File: config.mk
export PLATFORM = sky130hd
export DESIGN_NAME = sleep_wake_timer
export DESIGN_NICKNAME = d
export VERILOG_FILES = /design/src/rtl/sleep_timer_pkg.sv /design/src/rtl/sleep_tick_prescaler.sv /design/src/rtl/sleep_wrap_counter.sv /design/src/rtl/sleep_cmp_channel.sv /design/src/rtl/sleep_wake_timer.sv
export SDC_FILE = /design/constraint.sdc
export NUM_CORES = 1
export LEC_CHECK = 0
export ABC_CLOCK_PERIOD_IN_PS = 2500
export CORE_UTILIZATION = 30
export CTS_BUF_LIST = sky130_fd_sc_hd__clkbuf_8
export CTS_CLUSTER_DIAMETER = 120
export DETAILED_ROUTE_END_ITERATION = 6
export GPL_ROUTABILITY_DRIVEN = 0
export MAX_ROUTING_LAYER = met4
export PLACE_DENSITY = 0.51
export RECOVER_POWER = 100
export SLEW_MARGIN = 20
export SYNTH_ARGS = -nofsm -noshare
export SYNTH_HDL_FRONTEND = slang
export SYNTH_SLANG_ARGS = --single-unit
File: constraint.sdc
create_clock -name clk -period 2.5 [get_ports clk]
set_input_delay 0.5 -clock clk [delete_from_list [all_inputs] [get_ports clk]]
set_output_delay 0.5 -clock clk [all_outputs]
set_load 0.005 [all_outputs]
File: src/rtl/sleep_timer_pkg.sv
package sleep_timer_pkg;
    localparam int unsigned DEF_CNT_W  = 16;
    localparam int unsigned DEF_PRE_W  = 10;
    localparam int unsigned DEF_CODE_W = 4;
    localparam int unsigned DEF_MAXDIV = 10;
    localparam int unsigned DEF_NCMP   = 2;

    typedef struct packed {
        logic [DEF_PRE_W-1:0]  pre;
        logic                  sel;
        logic [DEF_CODE_W-1:0] code;
    } presc_state_t;
endpackage

File: src/rtl/sleep_tick_prescaler.sv
module sleep_tick_prescaler
    import sleep_timer_pkg::*;
#(
    parameter int unsigned PRE_W  = DEF_PRE_W,
    parameter int unsigned CODE_W = DEF_CODE_W,
    parameter int unsigned MAXDIV = DEF_MAXDIV
) (
    input  logic              clk,
    input  logic              rst_n,
    input  logic              tick_fast_i,
    input  logic              tick_slow_i,
    input  logic              src_sel_i,
    input  logic [CODE_W-1:0] div_code_i,
    output logic              step_o
);
    localparam logic [CODE_W-1:0] CODE_MAX = CODE_W'(MAXDIV);

    typedef struct packed {
        logic [PRE_W-1:0]  pre;
        logic              sel;
        logic [CODE_W-1:0] code;
    } state_t;

    state_t            st_d, st_q;
    logic [CODE_W-1:0] eff_code;
    logic [PRE_W:0]    mask_full;
    logic [PRE_W-1:0]  mask;
    logic              tick_sel;
    logic              cfg_change;
    logic              step_d;

    always_comb begin
        eff_code   = (div_code_i > CODE_MAX) ? CODE_MAX : div_code_i;
        mask_full  = ({{PRE_W{1'b0}}, 1'b1} << eff_code) - {{PRE_W{1'b0}}, 1'b1};
        mask       = mask_full[PRE_W-1:0];
        tick_sel   = src_sel_i ? tick_slow_i : tick_fast_i;
        cfg_change = (src_sel_i != st_q.sel) || (div_code_i != st_q.code);

        st_d      = st_q;
        st_d.sel  = src_sel_i;
        st_d.code = div_code_i;
        step_d    = 1'b0;
        if (cfg_change) begin
            st_d.pre = '0;
        end else if (tick_sel) begin
            step_d   = ((st_q.pre & mask) == mask);
            st_d.pre = st_q.pre + {{(PRE_W-1){1'b0}}, 1'b1};
        end
    end

    always_ff @(posedge clk or negedge rst_n) begin
        if (!rst_n) st_q <= '0;
        else        st_q <= st_d;
    end

    assign step_o = step_d;
endmodule

File: src/rtl/sleep_wrap_counter.sv
module sleep_wrap_counter #(
    parameter int unsigned CNT_W = 16
) (
    input  logic             clk,
    input  logic             rst_n,
    input  logic             step_i,
    output logic [CNT_W-1:0] count_q_o,
    output logic [CNT_W-1:0] count_d_o
);
    logic [CNT_W-1:0] count_d, count_q;

    always_comb begin
        count_d = count_q;
        if (step_i) count_d = count_q + {{(CNT_W-1){1'b0}}, 1'b1};
    end

    always_ff @(posedge clk or negedge rst_n) begin
        if (!rst_n) count_q <= '0;
        else        count_q <= count_d;
    end

    assign count_q_o = count_q;
    assign count_d_o = count_d;
endmodule

File: src/rtl/sleep_cmp_channel.sv
module sleep_cmp_channel #(
    parameter int unsigned CNT_W = 16
) (
    input  logic             clk,
    input  logic             rst_n,
    input  logic             step_i,
    input  logic [CNT_W-1:0] count_next_i,
    input  logic [CNT_W-1:0] cmp_i,
    input  logic             clr_i,
    output logic             flag_o
);
    logic flag_d, flag_q;
    logic hit;

    always_comb begin
        hit    = step_i && (count_next_i == cmp_i);
        flag_d = (flag_q && !clr_i) || hit;
    end

    always_ff @(posedge clk or negedge rst_n) begin
        if (!rst_n) flag_q <= 1'b0;
        else        flag_q <= flag_d;
    end

    assign flag_o = flag_q;
endmodule

File: src/rtl/sleep_wake_timer.sv
module sleep_wake_timer
    import sleep_timer_pkg::*;
#(
    parameter int unsigned CNT_W   = DEF_CNT_W,
    parameter int unsigned PRE_W   = DEF_PRE_W,
    parameter int unsigned CODE_W  = DEF_CODE_W,
    parameter int unsigned MAXDIV  = DEF_MAXDIV,
    parameter int unsigned NCMP    = DEF_NCMP,
    parameter int unsigned WAKE_CH = 0
) (
    input  logic              clk,
    input  logic              rst_n,
    input  logic              tick_fast_i,
    input  logic              tick_slow_i,
    input  logic              src_sel_i,
    input  logic [CODE_W-1:0] div_code_i,
    input  logic [CNT_W-1:0]  cmp_a_i,
    input  logic [CNT_W-1:0]  cmp_b_i,
    input  logic [NCMP-1:0]   irq_en_i,
    input  logic [NCMP-1:0]   flag_clr_i,
    output logic [CNT_W-1:0]  count_o,
    output logic [NCMP-1:0]   flag_o,
    output logic              irq_o,
    output logic              wake_o
);
    logic             step;
    logic [CNT_W-1:0] count_q, count_d;
    logic [CNT_W-1:0] cmp_vec [NCMP];

    always_comb begin
        for (int i = 0; i < NCMP; i++) cmp_vec[i] = cmp_a_i;
        if (NCMP > 1) cmp_vec[NCMP-1] = cmp_b_i;
    end

    sleep_tick_prescaler #(.PRE_W(PRE_W), .CODE_W(CODE_W), .MAXDIV(MAXDIV)) u_presc (
        .clk(clk), .rst_n(rst_n),
        .tick_fast_i(tick_fast_i), .tick_slow_i(tick_slow_i),
        .src_sel_i(src_sel_i), .div_code_i(div_code_i),
        .step_o(step)
    );

    sleep_wrap_counter #(.CNT_W(CNT_W)) u_cnt (
        .clk(clk), .rst_n(rst_n), .step_i(step),
        .count_q_o(count_q), .count_d_o(count_d)
    );

    for (genvar g = 0; g < NCMP; g++) begin : g_cmp
        sleep_cmp_channel #(.CNT_W(CNT_W)) u_ch (
            .clk(clk), .rst_n(rst_n), .step_i(step),
            .count_next_i(count_d), .cmp_i(cmp_vec[g]),
            .clr_i(flag_clr_i[g]), .flag_o(flag_o[g])
        );
    end

    assign count_o = count_q;
    assign irq_o   = |(flag_o & irq_en_i);
    assign wake_o  = flag_o[WAKE_CH] & irq_en_i[WAKE_CH];
endmodule

==> Word level (Yosys, flattened, before mapping) <==
Cells that the tools add are included.
Widths: inputs -> output; s select.
{ "totals": {"word_cells": 37, "out_inout_bits": 20, "regBits": 33, "input_bits": 45} }
{ "op_classes": {"add_sub_neg": 3, "eq_ne": 5, "reduce_logical": 11, "n_lt_le_gt_ge": 1, "bitwise_logic": 3, "n_shift": 1, "mux": 7} }
{ "ops": {"columns": ["cell", "n"], "rows": [
  ["$eq 16x16->1", 2],
  ["$mux 10", 2],
  ["$add 16x1->16 const B", 1],
  ["$mux 16", 1],
  ["$add 10x1->10 const B", 1],
  ["$and 10x10->10", 1],
  ["$eq 10x10->1", 1],
  ["$shl 1x4->10 const A", 1],
  ["$sub 10x1->10 const B", 1],
  ["$gt 4x4->1 const B", 1],
  ["$logic_and 1x1->1", 4],
  ["$mux 4", 1],
  ["$ne 4x4->1", 1],
  ["$logic_or 1x1->1", 3],
  ["$mux 1", 3],
  ["$and 2x2->2", 1],
  ["$logic_not 1->1", 2],
  ["$reduce_bool 2->1", 1],
  ["$reduce_or 2->1", 1],
  ["$and 1x1->1", 1],
  ["$ne 1x1->1", 1]
]} }

==> Longest topological paths before layout <==
{ "logic_depth": {"word_depth": 12, "depth_mapped": 13, "ltp_nobuf": 11} }

==> Hierarchy <==
From an unflattened synthesis, not the netlist that was laid out.
{ "hier_totals": {"hier_cells": 206, "hier_area_um2": 2023.2} }
{ "by_module_without_submodules": {"columns": ["mod", "cells_each", "seq_area_each_um2", "instances", "area_per_inst_um2"], "rows": [
  ["sleep_tick_prescaler", 99, 375.4, 1, 893.4],
  ["sleep_wrap_counter", 55, 400.4, 1, 683.2],
  ["sleep_cmp_channel", 25, 25.0, 2, 215.2],
  ["sleep_wake_timer", 2, 0.0, 1, 16.3]
]} }

==> Worst setup path after synthesis <==
No wires, ideal clock.
{ "synth_timing": {"kind": "in2reg", "start": "input port div_code_i[1]", "end": "register g_cmp[1].u_ch.flag_q", "arrival_time_ns": 3.343, "n_path_buf": 1, "setup_time_ns": 0.095, "t_required_ns": 2.405, "path_stages": 12, "setup_slack_ns": -0.938, "path_cell_list": "buf_2 -> nor4_1 -> inv_1 -> ha_1 -> nor2b_1 -> a2111oi_4 -> o211ai_2 -> or4_1 -> xnor3_1 -> a211oi_1 -> nand4_1 -> o31ai_1"} }
{ "synth_between": {"elab_chain_len": 12, "word_cells_on_any_way": 14, "classes_between": "add/sub: 1; order compare: 1; eq/ne: 3; shift: 1; mux: 4; bitwise: 1; reduce/logical: 3"} }
{ "synth_lines": {"columns": ["element", "line_no", "rtl"], "rows": [
  ["start: declaration", "sleep_wake_timer.sv:16", "input logic [CODE_W-1:0] div_code_i,"],
  ["$gt 4x4->1", "sleep_tick_prescaler.sv:33", "eff_code = (div_code_i > CODE_MAX) ? CODE_MAX : div_code_i;"],
  ["$mux 4", "sleep_tick_prescaler.sv:33", null],
  ["$shl 1x4->10", "sleep_tick_prescaler.sv:34", "mask_full = ({{PRE_W{1'b0}}, 1'b1} << eff_code) - {{PRE_W{1'b0}}, 1'b1};"],
  ["$sub 10x1->10", "sleep_tick_prescaler.sv:34", null],
  ["$and 10x10->10", "sleep_tick_prescaler.sv:46", "step_d = ((st_q.pre & mask) == mask);"],
  ["$eq 10x10->1", "sleep_tick_prescaler.sv:46", null],
  ["$mux 1", "sleep_tick_prescaler.sv:45", "end else if (tick_sel) begin"],
  ["$mux 1 (*)", "sleep_tick_prescaler.sv:43", "if (cfg_change) begin"],
  ["$mux 16", "sleep_wrap_counter.sv:14", "if (step_i) count_d = count_q + {{(CNT_W-1){1'b0}}, 1'b1};"],
  ["$eq 16x16->1", "sleep_cmp_channel.sv:16", "hit = step_i && (count_next_i == cmp_i);"],
  ["$logic_and 1x1->1 (*)", "sleep_cmp_channel.sv:16", null],
  ["$logic_or 1x1->1 (*)", "sleep_cmp_channel.sv:17", "flag_d = (flag_q && !clr_i) || hit;"],
  ["via g_cmp[1].u_ch.flag_d", "sleep_cmp_channel.sv:12", "logic flag_d, flag_q;"],
  ["end signal: assignment", "sleep_cmp_channel.sv:22", "else flag_q <= flag_d;"],
  ["end: declaration", "sleep_cmp_channel.sv:12", null]
]} }
The timed path passes the listed nets; every way through them passes the cells marked *.
A chain may end at the register's enable or synchronous reset.

==> Final worst setup path <==
{ "layout_timing": {"start": "input port div_code_i[1]", "end": "register g_cmp[0].u_ch.flag_q"} }
{ "layout_between": {"elab_chain_len": 12, "word_cells_on_any_way": 14, "classes_between": "add/sub: 1; order compare: 1; eq/ne: 3; shift: 1; mux: 4; bitwise: 1; reduce/logical: 3"} }
{ "layout_lines": {"columns": ["element", "line_no"], "rows": [
  ["$gt 4x4->1", "sleep_tick_prescaler.sv:33"],
  ["$mux 4", "sleep_tick_prescaler.sv:33"],
  ["$shl 1x4->10", "sleep_tick_prescaler.sv:34"],
  ["$sub 10x1->10", "sleep_tick_prescaler.sv:34"],
  ["$and 10x10->10", "sleep_tick_prescaler.sv:46"],
  ["$eq 10x10->1", "sleep_tick_prescaler.sv:46"],
  ["$mux 1", "sleep_tick_prescaler.sv:45"],
  ["$mux 1 (*)", "sleep_tick_prescaler.sv:43"],
  ["$mux 16", "sleep_wrap_counter.sv:14"],
  ["$eq 16x16->1", "sleep_cmp_channel.sv:16"],
  ["$logic_and 1x1->1 (*)", "sleep_cmp_channel.sv:16"],
  ["$logic_or 1x1->1 (*)", "sleep_cmp_channel.sv:17"],
  ["via g_cmp[0].u_ch.flag_d", "sleep_cmp_channel.sv:12"],
  ["end signal: assignment", "sleep_cmp_channel.sv:22"],
  ["end: declaration", "sleep_cmp_channel.sv:12"]
]} }
Marked as above.

==> results.json <==
{
  "run_status": "complete, but fails checks",
  "violations": "setup timing",
  "clk_pin_slew_ps": 80,
  "core_um2": 9196,
  "max_freq_mhz": 322.5,
  "synthTopCellsByArea": "dfrtp_1, xor2_1, xnor2_1",
  "diodes": 0,
  "yosysSeqAreaShare": 0.2900,
  "routedWlPerCell_um": 17.46,
  "hold_slack_ps": 444.4,
  "crit_fanout": 5,
  "cts_hold_repair.buffers": 0,
  "hold_class": "in -> reg",
  "avgSynthCellArea_um2": 8.762,
  "totalWireLength_um": 9777,
  "r2r_cells": 9,
  "slew_violations": 0,
  "period_share": 1.240,
  "ys_seq_elements": 33,
  "ys_types": 59,
  "final_nets": 496,
  "synth_warnings": 0,
  "syn_to_final_growth_pct": 58.30,
  "swShare": 0.2686,
  "synth_edf_count": 0,
  "overflow": 0,
  "critPathArrivalTime_ps": 3320,
  "relSlewSlack": 0.6853,
  "synth_cells": 325,
  "synth_top_area_frac": 0.2900,
  "cts_max_level": 2,
  "cellInternalPower_uw": 967.6,
  "critPathLaunch": "div_code_i[1]",
  "r2r_start": "u_cnt.count_q_o[1]",
  "period_needed_ps": 3100,
  "firstDrtPassIters": 5,
  "cap_violations": 0,
  "cp_data_required_time_ps": 2720,
  "initial_core_util": 0.3097,
  "drt_iter0_markers": 157,
  "port_buffers": 64,
  "cts_buffer_depth": 2,
  "clock_sinks": 33,
  "path_class": "in -> reg",
  "rsz0062_at_grt": "true",
  "setup-tns-final_ps": -3580,
  "clk_latency_ps": 300,
  "clockRootBuffer": "clkbuf_8",
  "place_area_um2": 4056,
  "grt_antenna_before_repair": 0,
  "fillers": 902,
  "cts_buffers": 5,
  "p_leak_uw": 0.001870,
  "min_from": "div_code_i[1]",
  "dpl.hpwl_um": 7457,
  "worst_slew_pin_slew_ps": 472.1,
  "io_pins": 65,
  "hold_violations": 0,
  "ff_latch_area_um2": 825.8,
  "rows": 35,
  "first_global_vias": 2982,
  "route.detailed.drc": 0,
  "syn_nets": 373,
  "grt_pass1_wl_um": 15570,
  "syn-cell-area_um2": 2848,
  "die_w_um": 99.43,
  "layout-drive-gt1-share": 0.2940,
  "synth_top_area_cell": "dfrtp_1",
  "post-synth-top-count-cell": "dfrtp_1",
  "final_area_um2": 4508,
  "startpoint_type": "input pin",
  "setup_viol": 18,
  "powerDensity_nw_per_um2": 293.4,
  "dieArea_um2": 9886,
  "grt_max_degree": 34,
  "power_switching_uw": 355.3,
  "fin_skew_ps": 5.752,
  "cts_tree": "done",
  "postRouteAntennaNets": 0,
  "clockPowerShare": 0.407,
  "synthArstFlopShare": 1.000,
  "crit_path_end_kind": "flip-flop",
  "grtUsageTotal": 0.2123,
  "layout_setup_ws_ps": -600.5,
  "synthTopCellsByCount": "dfrtp_1, xor2_1, nand2_1, xnor2_1, nor2_1",
  "multi_input_area_um2": 2107,
  "p_comb_frac": 0.185,
  "ys.flop_type": "dfrtp_1",
  "die_h_um": 99.43,
  "sequentialPowerShare": 0.408,
  "ir_drop_mv": 0.1996,
  "viasPerCell": 5.361,
  "hold_depth": 2,
  "num_vias": 3002
}
## cell type report
| cell class | instances | share of cell area |
|---|---|---|
| multi-input cells | 259 | 0.4674 |
| repair buffers | 138 | 0.2839 |
| flip-flops and latches | 33 | 0.1832 |
| well taps | 111 | 0.03081 |
| clock buffers | 5 | 0.01527 |
| clock inverters | 3 | 0.01027 |
| inverters | 11 | 0.009159 |
## sequential cells by signal, summed over array words and instances (netlist names)
register,cells
u_presc.st_q,15
u_cnt.count_q_o,16
g_cmp.u_ch.flag_o,2
## power groups by stage
| stage | sequential (uW) | clock [uW] | combinational (uW) |
|---|---|---|---|
| final | 540 | 539 | 244 |
| after global routing | 541 | 577 | 264 |
| after CTS | 540 | 563 | 238 |
| after detailed placement | 551 | 0 | 228 |
| after global placement | 551 | 0 | 228 |
| after floorplan | 550 | 0 | 93.3 |
## critical path, stage by stage
cell and delay [ps]:
buf_8 100, or4_4 540, ha_4 190, nor2b_4 130, a2111oi_4 370, o211ai_4 170
buf_6 160, or4b_4 550, and3b_1 200, nor4_2 140, nand4_1 170, o22ai_2 110
## timing repair
item / 4_1_cts / 5_1_grt
endpoints found under the setup margin: 18 / 18
setup buffers: 12 / 13
cloned: 0 / 0
pin swaps: 13 / 12
resized for setup: 45 / 30
## placed cells by master, fill, tap and decap left out, types with 6 or more instances in the layout
cell type / instances
buf_6: 19
nor2b_1: 6
xnor2_2: 6
dfrtp_1: 33
inv_1: 8
nor4_4: 9
nand3_1: 9
xnor2_1: 17
a21oi_1: 9
nor4_1: 6
xor2_1: 29
clkdlybuf4s50_1: 60
nand2_1: 24
buf_4: 54
nand2b_1: 7
o21ai_0: 15
nor3b_1: 11
nor2_1: 19
nand4_1: 11
## per-stage QoR
step / instances / utilization / power (uW) / worst slack, ps
3_5_place_dp: 537 / 0.4411 / 778.8 / -1426
2_1_floorplan: 325 / - / 643.7 / -712.8
3_3_place_gp: 537 / 0.4411 / 778.7 / -1288
5_1_grt: 560 / 0.4902 / 1382 / -699.8
4_1_cts: 555 / 0.4748 / 1341 / -697.3
6_report: 560 / 0.4902 / 1323 / -600.5
## routing by layer
metal / part of all wire / wire length (um) / GRT usage
met5: 0 / 0 / -
met1: 0.45 / 4409 / 0.2795
met2: 0.46 / 4526 / 0.3210
met3: 0.061 / 596 / 0.04427
met4: 0.025 / 244 / 0.07805
## path summary, 6_finish.rpt
check / end / slack (ps)
worst max-delay path: g_cmp[0].u_ch.flag_o / -600
max in group asynchronous: u_cnt.count_q_o[6] / 1550
min in group asynchronous: u_presc.st_q[14] / 630
worst min-delay path: u_presc.st_q[1] / 440
worst min register to register: u_presc.st_q[14] / 560
worst max register to register: g_cmp[1].u_ch.flag_o / -180
## logic make-up (layout without fill, tap and decap cells)
kind of cell | count (synthesis) | in the layout | share of synthesized area
XOR/XNOR | 53 | 53 | 0.1678
multiplexers | 4 | 4 | 0.01450
flip-flops | 33 | 33 | 0.2900
buffers and inverters | 33 | 157 | 0.05536
AO/OA/AOI/OAI | 56 | 56 | 0.1459
AND/OR/NAND/NOR | 143 | 143 | 0.3133
adder cells (fa/ha/maj) | 3 | 3 | 0.01318
Power figures use the tool's default switching activity.
